<file path="src/rtl/regref_pkg.sv">
package regref_pkg;
  // Selector bit positions; the ordering is also the priority (higher wins).
  typedef enum int unsigned {
    POS_HALT     = 0,
    POS_SKIP_EZ  = 1,
    POS_SKIP_AZ  = 2,
    POS_SKIP_NEG = 3,
    POS_SKIP_POS = 4,
    POS_INC      = 5,
    POS_ROL      = 6,
    POS_ROR      = 7,
    POS_NOT_E    = 8,
    POS_NOT_A    = 9,
    POS_CLR_E    = 10,
    POS_CLR_A    = 11
  } op_pos_e;

  localparam int unsigned NUM_OPS = 12;
endpackage

</file>
<file path="src/rtl/regref_prio.sv">
module regref_prio #(
  parameter int unsigned W = 12
) (
  input  logic [W-1:0] req,
  output logic [W-1:0] grant
);
  for (genvar i = 0; i < W; i++) begin : g_pri
    if (i == W - 1) begin : g_top
      assign grant[i] = req[i];
    end else begin : g_low
      assign grant[i] = req[i] & ~(|req[W-1:i+1]);
    end
  end
endmodule

</file>
<file path="src/rtl/regref_cond.sv">
module regref_cond #(
  parameter int unsigned DW = 16
) (
  input  logic [11:0]   grant,
  input  logic [DW-1:0] acc,
  input  logic          ext,
  output logic          skip,
  output logic          halt
);
  import regref_pkg::*;

  logic sign_bit;
  logic acc_zero;

  assign sign_bit = acc[DW-1];
  assign acc_zero = (acc == '0);

  always_comb begin
    skip = 1'b0;
    if (grant[POS_SKIP_POS] && !sign_bit) skip = 1'b1;
    if (grant[POS_SKIP_NEG] &&  sign_bit) skip = 1'b1;
    if (grant[POS_SKIP_AZ]  &&  acc_zero) skip = 1'b1;
    if (grant[POS_SKIP_EZ]  && !ext)      skip = 1'b1;
    halt = grant[POS_HALT];
  end
endmodule

</file>
<file path="src/rtl/regref_alu.sv">
module regref_alu #(
  parameter int unsigned DW = 16
) (
  input  logic [11:0]   grant,
  input  logic [DW-1:0] acc,
  input  logic          ext,
  output logic [DW-1:0] acc_nx,
  output logic          ext_nx
);
  import regref_pkg::*;

  always_comb begin
    acc_nx = acc;
    ext_nx = ext;
    if (grant[POS_CLR_A]) acc_nx = '0;
    if (grant[POS_CLR_E]) ext_nx = 1'b0;
    if (grant[POS_NOT_A]) acc_nx = ~acc;
    if (grant[POS_NOT_E]) ext_nx = ~ext;
    if (grant[POS_ROR]) begin
      acc_nx = {ext, acc[DW-1:1]};
      ext_nx = acc[0];
    end
    if (grant[POS_ROL]) begin
      acc_nx = {acc[DW-2:0], ext};
      ext_nx = acc[DW-1];
    end
    if (grant[POS_INC]) acc_nx = acc + 1'b1;
  end
endmodule

</file>
<file path="src/rtl/regref_exec_unit.sv">
module regref_exec_unit #(
  parameter int unsigned DATA_W = 16,
  parameter int unsigned SEL_W  = 12
) (
  input  logic              clk,
  input  logic              rst,
  input  logic              en,
  input  logic [SEL_W-1:0]  op_bits,
  input  logic [DATA_W-1:0] acc_in,
  input  logic              ext_in,
  output logic [DATA_W-1:0] acc_out,
  output logic              ext_out,
  output logic              skip_pulse,
  output logic              halt_pulse
);
  import regref_pkg::*;

  localparam int unsigned OPS = NUM_OPS;

  logic [OPS-1:0]    req;
  logic [OPS-1:0]    grant;
  logic [DATA_W-1:0] acc_nx;
  logic              ext_nx;
  logic              skip_nx;
  logic              halt_nx;

  assign req = OPS'(op_bits);

  regref_prio #(.W(OPS)) u_prio (
    .req   (req),
    .grant (grant)
  );

  regref_alu #(.DW(DATA_W)) u_alu (
    .grant  (grant),
    .acc    (acc_in),
    .ext    (ext_in),
    .acc_nx (acc_nx),
    .ext_nx (ext_nx)
  );

  regref_cond #(.DW(DATA_W)) u_cond (
    .grant (grant),
    .acc   (acc_in),
    .ext   (ext_in),
    .skip  (skip_nx),
    .halt  (halt_nx)
  );

  always_ff @(posedge clk) begin
    if (rst) begin
      acc_out    <= '0;
      ext_out    <= 1'b0;
      skip_pulse <= 1'b0;
      halt_pulse <= 1'b0;
    end else begin
      skip_pulse <= en & skip_nx;
      halt_pulse <= en & halt_nx;
      if (en) begin
        acc_out <= acc_nx;
        ext_out <= ext_nx;
      end
    end
  end
endmodule

</file>
<file path="config.mk">
export PLATFORM = sky130hd
export DESIGN_NAME = regref_exec_unit
export DESIGN_NICKNAME = d
export VERILOG_FILES = /design/src/rtl/regref_pkg.sv /design/src/rtl/regref_prio.sv /design/src/rtl/regref_cond.sv /design/src/rtl/regref_alu.sv /design/src/rtl/regref_exec_unit.sv
export SDC_FILE = /design/constraint.sdc
export NUM_CORES = 1
export LEC_CHECK = 0
export BUFFER_PORTS_ARGS = -buffer_cell sky130_fd_sc_hd__buf_2
export CORE_AREA = 2 2 79 81
export CTS_BUF_LIST = sky130_fd_sc_hd__clkbuf_2
export DETAILED_ROUTE_END_ITERATION = 8
export DIE_AREA = 0 0 81 83
export PLACE_DENSITY_LB_ADDON = 0.12
export SLEW_MARGIN = 10
export SYNTH_ARGS = -nofsm -noshare
export SYNTH_HDL_FRONTEND = slang
export SYNTH_SLANG_ARGS = --single-unit
</file>
<file path="constraint.sdc">
create_clock -name clk -period 3.14 [get_ports clk]
set_input_delay 0.942 -clock clk [delete_from_list [all_inputs] [get_ports clk]]
set_output_delay 0.942 -clock clk [all_outputs]
set_load 0.02 [all_outputs]
</file>
Word-level counts from Yosys, hierarchy flattened
Index checks and enable logic that the tools add are counted. Widths: inputs -> output; s select.

ROM bits: 0. Bits in latches: 0. Output and inout port bits: 19. Bits in writable memories: 0. Register bits: 19. Memories kept: 0.

Div/mod/pow operators: 0. Bitwise logic cells: 26. $add $sub $neg: 1. Muxes and demuxes: 13. Magnitude comparators: 0. Reduce and logical (&&, ||, !) cells: 17. Multipliers: 0. Equal/unequal tests: 0. Shift-type cells: 0.

Operators with widths (number): $mux 16 (5); $add 16x1->16 const B (1); $logic_not 16->1 (1); $not 16->16 (1); $and 1x1->1 (13); $not 1->1 (12); $reduce_or 11->1 (1); $reduce_or 10->1 (1); $reduce_or 9->1 (1); $mux 1 (8); $reduce_or 8->1 (1); $reduce_or 7->1 (1); $reduce_or 6->1 (1); $reduce_or 5->1 (1); $logic_and 1x1->1 (4); $reduce_or 4->1 (1); $reduce_or 3->1 (1); $logic_not 1->1 (2); $reduce_or 2->1 (1).

Logic depth before layout (Yosys ltp)
Gate-level depths: netlist of the first run.

Word-level depth: 9. Mapped depth: 8. Depth with buffers taken out: 6.

Hierarchy
From an unflattened synthesis of the first run, not the netlist that was laid out.

Cells, all modules: 253. Area total of the unflattened synthesis: 2048.2 um^2.

By module, submodules not included: regref_alu (seq. area each 0.0 um^2, cells each 162, times used 1, area an instance 1106.1 um^2); regref_exec_unit (seq. area each 380.4 um^2, cells each 59, times used 1, area an instance 675.6 um^2); regref_prio (seq. area each 0.0 um^2, cells each 21, times used 1, area an instance 191.4 um^2); regref_cond (seq. area each 0.0 um^2, cells each 11, times used 1, area an instance 75.1 um^2).

Worst setup path before layout of the first run
Ideal clock, no wire load.

Path type: input-to-reg. Start: in op_bits[10]. End: reg acc_out[5]. Library setup time: 117 ps. Cell stages on the path: 7. Slack: 573 ps. Data arrival time: 2450 ps. Buffers on the path: 2. Path through: buf_6 or4_4 or3_4 buf_6 nor2_2 o22ai_1 a32o_1.

Word-level cells in the longest chain between the ends: 7. Elaborated cells on any way between the ends: 16. Classes of those cells: 4 x mux; 8 x bitwise; 4 x reduce/logical.

RTL lines: from (decl) (line regref_exec_unit.sv:8) `input logic [SEL_W-1:0] op_bits,`; $reduce_or 2->1 (line regref_prio.sv:11) `assign grant[i] = req[i] & ~(|req[W-1:i+1]);`; $not 1->1 (line regref_prio.sv:11); $and 1x1->1 (line regref_prio.sv:11); $mux 16 (line regref_alu.sv:17) `if (grant[POS_NOT_A]) acc_nx = ~acc;`; $mux 16 (line regref_alu.sv:19) `if (grant[POS_ROR]) begin`; $mux 16 (line regref_alu.sv:23) `if (grant[POS_ROL]) begin`; $mux 16 * (line regref_alu.sv:27) `if (grant[POS_INC]) acc_nx = acc + 1'b1;`; to (signal assigned) (line regref_exec_unit.sv:60) `acc_out <= acc_nx;`; to (decl) (line regref_exec_unit.sv:11) `output logic [DATA_W-1:0] acc_out,`.

Every way passes the cells marked *; elsewhere a longest branch is shown, timed or not. A chain may end at the register's enable or synchronous reset.

Worst setup path after layout of the first run
Start: in op_bits[8]. End: reg acc_out[13].

Word-level cells in the longest chain between the ends: 6. Elaborated cells on any way between the ends: 12. Classes of those cells: 3 x mux; 6 x bitwise; 3 x reduce/logical.

RTL lines (line): $reduce_or 4->1 (regref_prio.sv:11); $not 1->1 (regref_prio.sv:11); $and 1x1->1 (regref_prio.sv:11); $mux 16 (regref_alu.sv:19); $mux 16 (regref_alu.sv:23); $mux 16 * (regref_alu.sv:27).

Marked as above.

==> summary.txt, run 1 <==
Outcome
  – Status: complete, no violations

Logic synthesis
  – Ys async rst share: 0
  – Synth Area in Compound Gates: 0.266
  – Post-synth top area cell: dfxtp_1
  – Yosys warns: 0
  – Syn_nets: 293
  – Number of synthesized flops with an enable pin: 0
  – Largest family of logic cells by synthesized area: simple AND/OR/NAND/NOR gates
  – #FFs+latches synth: 19
  – Prevailing post-synth register cell: dfxtp_1
  – Seq/Total Area, Yosys: 0.207
  – Post-synthesis mux area share: 0.0279
  – Synthesized-area fraction occupied by xor and xnor cells: 0.114
  – Top cells by count, synth: 27 x nor2_1, 22 x nand2_1, 19 x dfxtp_1
  – Avg Cell Area, Syn: 7.11 um^2
  – Area contributors post-synth: dfxtp_1 21%, xnor2_1 7.6%, nor2_1 5.5%, nand2_1 4.5%, a21oi_1 4.1%
  – Cell Area, Synth: 0.00184 mm^2
  – Synth Instances: 259
  – Yosys cell types: 54
  – Post-synth top area share: 0.207
  – Synth Area in Adders: 0.0136
  – Post-Synth Simple-Gate Area: 0.294
  – Count leader, synth: nor2_1

STA
  – RSZ-0062 raised after global routing: no
  – Slew @ Worst Pin: 870 ps
  – Endpoints failing hold: 0
  – Finish-stage setup viols: 0
  – Final period util: 0.760
  – Post-layout min period: 2390 ps
  – Fmax: 0.419 GHz
  – Setup TNS: 0 ps
  – Final setup margin: 753 ps
  – Final Max Slew Viols: 0
  – Rel. slew slack: 0.418
  – Fin Clk Skew: 0 ps

Clock network
  – Worst skew pair latency: 360 ps
  – CTS root buffer: clkbuf_2
  – Clock transition at the registers of the reported paths: 220 ps
  – Clock sink count: 19
  – Post-CTS resize count: 0
  – CTS H-tree depth: 1
  – Post-CTS repair timing setup buffer count: 0
  – TritonCTS Buffers: 3
  – Clock Path Buffers: 2
  – Cts hold-fix bufs: 0
  – CTS tree: yes

Critical path
  – Crit path capture type: flip-flop
  – Cell chain of the critical path: buf_2 > or4_4 > or3_4 > a21boi_1 > a221oi_2 > a221o_1
  – Worst path slowest cell: or4_4
  – Crit start category: primary input
  – Worst Setup Path Type: primary input to flip-flop
  – WP data arrival: 2690 ps
  – R2R depth: 3
  – Family with the most delay on the worst path: simple AND/OR/NAND/NOR gates
  – Worst Path Max Fanout: 12
  – Critical Path RT: 3440 ps
  – Reg-to-reg setup timing slack: 2190 ps
  – Stages on worst setup path: 6
  – Worst path bufs/invs: 1
  – CP peak stage delay: 570 ps

Min path
  – Hold path depth: 2
  – Hold Path Class: flip-flop to flip-flop

Floorplan
  – CORE AREA: 0.00582 mm^2
  – Die area: 0.00672 mm^2
  – Row count: 28
  – Initial Util: 0.316
  – Die X: 81 um
  – Chip height: 83 um
  – IO Count: 51

Pwr
  – Combinational share of power: 0.357
  – Flop pwr share: 0.428
  – Psw: 239 uW
  – Clk pwr share: 0.215
  – Worst IR Drop VDD: 0.116 mV
  – Sw frac: 0.393
  – Static Leak: 0.885 nW
  – Power Dens Cells: 283 mW/mm^2
  – Internal power: 370 uW

Global routing
  – Antenna violations before repair: 0
  – Vias in the first global route: 1969
  – Grt total ovfl: 0
  – First-pass GRT wire length: 10.5 mm
  – Largest net degree at the start of global routing: 17
  – Tot GR Track Use: 0.199

Finish
  – ANT cells: 0
  – NumNets Final: 332
  – Finished Core Util: 0.371
  – Area grow syn2layout: 17.1%
  – Fraction of layout cells with a size suffix above 1: 0.236

Drt
  – Remaining DRCs: 0
  – Via density: 5.58
  – Vias: 2075
  – Detail Route Antenna Nets: 0
  – DR WL/cell: 17.5 um
  – Routed WL: 6.49 mm
  – 1st-pass router iterations: 4
  – Drt first-iter violations: 226

Placement
  – DP HPWL: 4.89 mm
  – Pre-CTS setup slack: 398 ps
  – Routability cong.: 0.898
  – Port bufs: 50

Run
  – Max Cap Viol: 0
==> flip-flops by register name (all words and copies together), names as in the netlist <==
signal / count
halt_pulse: 1
ext_out: 1
skip_pulse: 1
acc_out: 16
==> power by group through the flow <==
stage	Clock, mW	Combinational, mW	Sequential (mW)
after floorplan	0	0.125	0.282
after global placement	0	0.219	0.265
after detailed placement	0	0.217	0.266
after CTS	0.138	0.218	0.261
after global routing	0.148	0.240	0.262
final	0.131	0.218	0.261
==> final timing paths <==
path / startpoint / end
worst min-delay path: acc_out[9]$_SDFFE_PP0P_ / acc_out[9]$_SDFFE_PP0P_
worst min register to register: acc_out[9]$_SDFFE_PP0P_ / acc_out[9]$_SDFFE_PP0P_
worst max-delay path: op_bits[8] / acc_out[13]$_SDFFE_PP0P_
worst max register to register: acc_out[15]$_SDFFE_PP0P_ / acc_out[15]$_SDFFE_PP0P_
==> logic make-up after synthesis <==
| group | count (synthesis) |
|---|---|
| AOI/OAI and AO/OA | 73 |
| xor gates and xnor gates | 24 |
| adders and majority gates | 2 |
| buffers and inverters | 33 |
| DFF | 19 |
| muxes | 5 |
| and+or+nand+nor | 103 |
==> stage by stage <==
stage | power, mW | instance area (um^2) | std cells | hold slack [ps]
floorplan | 0.406 | 1840 | 259 | 525
global placement | 0.484 | 2140 | 368 | 438
detailed placement | 0.482 | 2140 | 368 | 444
CTS | 0.617 | 2160 | 372 | 470
global route | 0.650 | 2160 | 372 | 504
finish | 0.610 | 2160 | 372 | 465
==> layer usage <==
| layer | wire length (um) | track usage |
|---|---|---|
| met1 | 2970 | 0.295 |
| met4 | 85 | 0.0462 |
| met3 | 508 | 0.0315 |
| met5 | 0 | 0 |
| met2 | 2930 | 0.298 |
==> cell usage in the layout (no fill, tap or decap), types with 4 or more instances in the layout <==
| cell type | n |
|---|---|
| a21oi_1 | 15 |
| a22o_1 | 4 |
| a31oi_1 | 4 |
| and3_1 | 5 |
| buf_2 | 50 |
| buf_4 | 8 |
| clkbuf_2 | 4 |
| dfxtp_1 | 19 |
| inv_1 | 9 |
| mux2i_1 | 4 |
| nand2_1 | 22 |
| nand3_1 | 7 |
| nor2_1 | 27 |
| nor2b_1 | 5 |
| nor3_1 | 10 |
| nor4_1 | 8 |
| o21ai_0 | 15 |
| o221ai_1 | 4 |
| o22ai_1 | 5 |
| xnor2_1 | 16 |
| xor2_1 | 8 |
==> worst register-to-register path, stage by stage, from the launching register on <==
cell and delay (ps):
dfxtp_1 390, o21bai_1 90, or3_1 310, o22ai_1 110
==> final cells by class <==
| class | instances | area (um^2) |
|---|---|---|
| multi-input combinational | 207 | 1320 |
| sequential | 19 | 380 |
| clock buffer | 4 | 20.0 |
| timing repair buffer | 58 | 310 |
| fill | 662 | 3660 |
| inverter | 9 | 33.8 |
| tap | 75 | 93.8 |
No activity file was read; power rests on OpenSTA's default activity.
==> run 2: changes to the inputs <==
--- a/config.mk
+++ b/config.mk
@@ -5,11 +5,12 @@
 export SDC_FILE = /design/constraint.sdc
 export NUM_CORES = 1
 export LEC_CHECK = 0
+export ABC_AREA = 1
 export BUFFER_PORTS_ARGS = -buffer_cell sky130_fd_sc_hd__buf_2
-export CORE_AREA = 2 2 79 81
+export CORE_AREA = 2 2 81 83
 export CTS_BUF_LIST = sky130_fd_sc_hd__clkbuf_2
 export DETAILED_ROUTE_END_ITERATION = 8
-export DIE_AREA = 0 0 81 83
+export DIE_AREA = 0 0 83 85
 export PLACE_DENSITY_LB_ADDON = 0.12
 export SLEW_MARGIN = 10
 export SYNTH_ARGS = -nofsm -noshare
==> constraint.sdc (replaced) <==
create_clock -name clk -period 2.22 [get_ports clk]
set_input_delay 0.666 -clock clk [delete_from_list [all_inputs] [get_ports clk]]
set_output_delay 0.666 -clock clk [all_outputs]
set_load 0.02 [all_outputs]
==> run 2 against run 1 <==
  * Clock power is 18% higher
  * Critical path type unchanged
  * Combinational power up 38%
  * Worst setup slack got worse by 230 ps
  * Power rose by 36%
  * Largest cell class unchanged
  * Sequential power up 42%
  * Area after synthesis grew 5.0%
  * Sequential cell count did not move
  * Synthesized cell count increased by 39%
  * Sequential share of layout area shrank 1.0 points
  * Core utilization is 0.25 points lower
  * Non-clock buffer count fell by 1
==> summary.txt, run 2 <==
STA
  – Slew @ Worst Pin: 562 ps (-307 ps)
  – Post-layout min period: 1700 ps
  – Final setup margin: 518 ps (-235 ps)
  – Rel. slew slack: 0.625 (+0.207)
  – RSZ-0062 raised after global routing: no
  – Final period util: 0.767
  – Setup TNS: 0 ps (unchanged)
  – Endpoints failing hold: 0 (unchanged)
  – Final Max Slew Viols: 0 (unchanged)
  – Fin Clk Skew: 0 ps (unchanged)
  – Fmax: 0.588 GHz
  – Finish-stage setup viols: 0 (unchanged)

Critical path
  – Worst Path Max Fanout: 10 (-2)
  – Worst R2R Start: acc_out[14]$_SDFFE_PP0P_
  – Reg-to-reg setup timing slack: 1550 ps (-640 ps)
  – Critical path's most frequent cell: nand2_1
  – R2R depth: 4 (+1)
  – Worst Setup Path Type: primary input to flip-flop
  – Crit start category: primary input
  – CP peak stage delay: 280 ps (-290 ps)
  – Worst path bufs/invs: 2 (+1)
  – WP data arrival: 1950 ps (-740 ps)
  – Cell chain of the critical path: buf_2 > nor2_4 > nand2_4 > nand2_1 > o21ai_0 > nand2_1 > nand2_1 > nand2_1 > nand3_1 > nand2_1 > inv_1
  – Worst reg2reg endpoint: acc_out[14]$_SDFFE_PP0P_
  – Family with the most delay on the worst path: simple AND/OR/NAND/NOR gates
  – Crit path capture type: flip-flop
  – Worst path slowest cell: nand2_1
  – Critical Path RT: 2470 ps (-970 ps)

Logic synthesis
  – Count leader, synth: nand2_1
  – Number of synthesized flops with an enable pin: 0 (unchanged)
  – Prevailing post-synth register cell: dfxtp_1
  – #FFs+latches synth: 19 (unchanged)
  – Top cells by count, synth: 108 x nand2_1, 43 x nand3_1, 42 x inv_1
  – Cell Area, Synth: 0.00193 mm^2 (+5.0%)
  – Post-synth top area share: 0.210 (+0.00318)
  – Yosys cell types: 28 (-48%)
  – Syn_nets: 394 (+34%)
  – Synth Instances: 360 (+39%)
  – Yosys warns: 0 (unchanged)
  – Seq/Total Area, Yosys: 0.197 (-0.00977)
  – Ys async rst share: 0 (unchanged)
  – Post-synth top area cell: nand2_1
  – Area contributors post-synth: nand2_1 21%, dfxtp_1 20%, nand3_1 11%, a21oi_1 8.5%, inv_1 8.2%
  – Avg Cell Area, Syn: 5.37 um^2 (-24%)

Floorplan
  – Die area: 0.00706 mm^2 (+4.9%)
  – Initial Util: 0.311 (-0.00513)
  – Row count: 29 (+3.6%)
  – CORE AREA: 0.00620 mm^2 (+6.7%)
  – Chip height: 85 um (+2.4%)
  – Die X: 83 um (+2.5%)
  – IO Count: 51 (unchanged)

Drt
  – Remaining DRCs: 0 (unchanged)
  – Routed WL: 6.64 mm (+2.2%)
  – Detail Route Antenna Nets: 0 (unchanged)
  – DR WL/cell: 13.7 um (-21%)
  – 1st-pass router iterations: 4 (unchanged)
  – Drt first-iter violations: 212 (-6.2%)
  – Via density: 5.00 (-10%)
  – Vias: 2419 (+17%)

Clock network
  – Clock transition at the registers of the reported paths: 200 ps (-20 ps)
  – Worst skew pair latency: 290 ps (-70 ps)
  – Post-CTS repair timing setup buffer count: 0 (unchanged)
  – Cts hold-fix bufs: 0 (unchanged)
  – TritonCTS Buffers: 3 (unchanged)
  – Clock Path Buffers: 2 (unchanged)
  – CTS H-tree depth: 1 (unchanged)
  – CTS root buffer: clkbuf_2
  – CTS tree: yes
  – Post-CTS resize count: 0 (unchanged)
  – Clock sink count: 19 (unchanged)

Finish
  – Max reg flops: 16 (unchanged)
  – Fraction of layout cells with a size suffix above 1: 0.172 (-0.0637)
  – Commonest non-fill, non-tap cell in the layout: nand2_1
  – Area grow syn2layout: 18.3%
  – ANT cells: 0 (unchanged)
  – Most flops, register: acc_out
  – NumNets Final: 442 (+33%)
  – Most frequent cells in the layout: 108 x nand2_1, 50 x buf_2, 43 x nand3_1
  – Filler Cell Count: 744 (+12%)
  – Finished Core Util: 0.368 (-0.00248)

Pwr
  – Psw: 318 uW (+33%)
  – Flop pwr share: 0.449 (+0.021)
  – Combinational share of power: 0.363 (+0.006)
  – Power Dens Cells: 362 mW/mm^2 (+28%)
  – Worst IR Drop VDD: 0.221 mV (+91%)
  – Internal power: 508 uW (+37%)
  – Clk pwr share: 0.188 (-0.027)
  – Static Leak: 1.19 nW (+35%)
  – Sw frac: 0.385 (-0.00790)

Global routing
  – Largest net degree at the start of global routing: 30 (+13)
  – Antenna violations before repair: 0 (unchanged)
  – Vias in the first global route: 2304 (+17%)
  – Grt total ovfl: 0 (unchanged)
  – First-pass GRT wire length: 11.1 mm (+5.0%)
  – Tot GR Track Use: 0.192 (-0.00682)

Placement
  – DP HPWL: 5.27 mm (+7.7%)
  – Pre-CTS setup slack: 147 ps (-251 ps)
  – Routability cong.: 0.876 (-2.4%)
  – Port bufs: 50 (unchanged)

Min path
  – HP Start: acc_out[6]$_SDFFE_PP0P_
  – Hold path depth: 2 (unchanged)
  – Worst Hold End: acc_out[6]$_SDFFE_PP0P_
  – Hold Path Class: flip-flop to flip-flop

Run
  – Max Cap Viol: 0 (unchanged)

Outcome
  – Status: complete, no violations
[run 2: cell count changes after synthesis, sizes merged, moves of 8 or more]
cell / previous run / this run
o21ai: 17 / 32
inv: 9 / 44
nand3: 7 / 44
nand2: 22 / 109
xnor2: 16 / 0
nor2: 28 / 43
nor3: 11 / 3
clkbuf: 18 / 4
a21oi: 15 / 34
[run 2: cells by family (layout without fill, tap and decap cells)]
kind of cell / Yosys count / in the layout / share of synthesized area
AOI/OAI and AO/OA: 71 / 71 / 0.191
and+or+nand+nor: 208 / 208 / 0.462
DFF: 19 / 19 / 0.197
adders and majority gates: 2 / 2 / 0.0130
xor gates and xnor gates: 2 / 2 / 0.00907
buffers and inverters: 58 / 105 / 0.128
[run 2: area by class of cell]
type / count / area [um^2] / area share
clock buffer: 4 / 20.0 / 0.00876
tap: 77 / 96.3 / 0.0422
inverter: 44 / 168 / 0.0734
sequential: 19 / 380 / 0.166
multi-input combinational: 283 / 1310 / 0.571
timing repair buffer: 57 / 315 / 0.138
[run 2: worst max path at each step]
stage                startpoint                        to  slack, ps  cells past startpoint
floorplan             acc_in[0]  acc_out[12]$_SDFFE_PP0P_        560                     10
global placement    op_bits[10]  acc_out[12]$_SDFFE_PP0P_        190                     11
detailed placement  op_bits[11]  acc_out[12]$_SDFFE_PP0P_        150                     11
CTS                 op_bits[11]  acc_out[12]$_SDFFE_PP0P_        530                     11
global route        op_bits[11]  acc_out[12]$_SDFFE_PP0P_        370                     11
finish              op_bits[11]  acc_out[12]$_SDFFE_PP0P_        520                     11
[run 2: tightest hold or removal path, delay by kind of cell, from the launching register on]
| family | cells | cell delay (ps) |
|---|---|---|
| compound gates | 1 | 50 |
| flops | 1 | 340 |
| simple gates | 1 | 60 |
[run 2: power groups by stage]
stage	logic (mW)	registers, mW	clock network, mW
after floorplan	0.154	0.403	0
after global routing	0.338	0.374	0.180
final	0.300	0.371	0.155
after detailed placement	0.302	0.379	0
after CTS	0.303	0.372	0.165
after global placement	0.304	0.378	0
[run 2: through the flow]
stage	instance area, um^2	power (mW)	hold slack [ps]	cells
after floorplan	1930	0.557	545	360
after global placement	2260	0.683	456	480
after detailed placement	2260	0.681	456	480
after CTS	2280	0.840	478	484
after global routing	2280	0.892	501	484
final	2280	0.826	473	484
[run 2: metal layers]
| metal | global-route usage | wire length [um] |
|---|---|---|
| met1 | 0.232 | 2940 |
| met2 | 0.360 | 3340 |
| met3 | 0.0321 | 265 |
| met4 | 0.0358 | 93 |
| met5 | 0 | 0 |
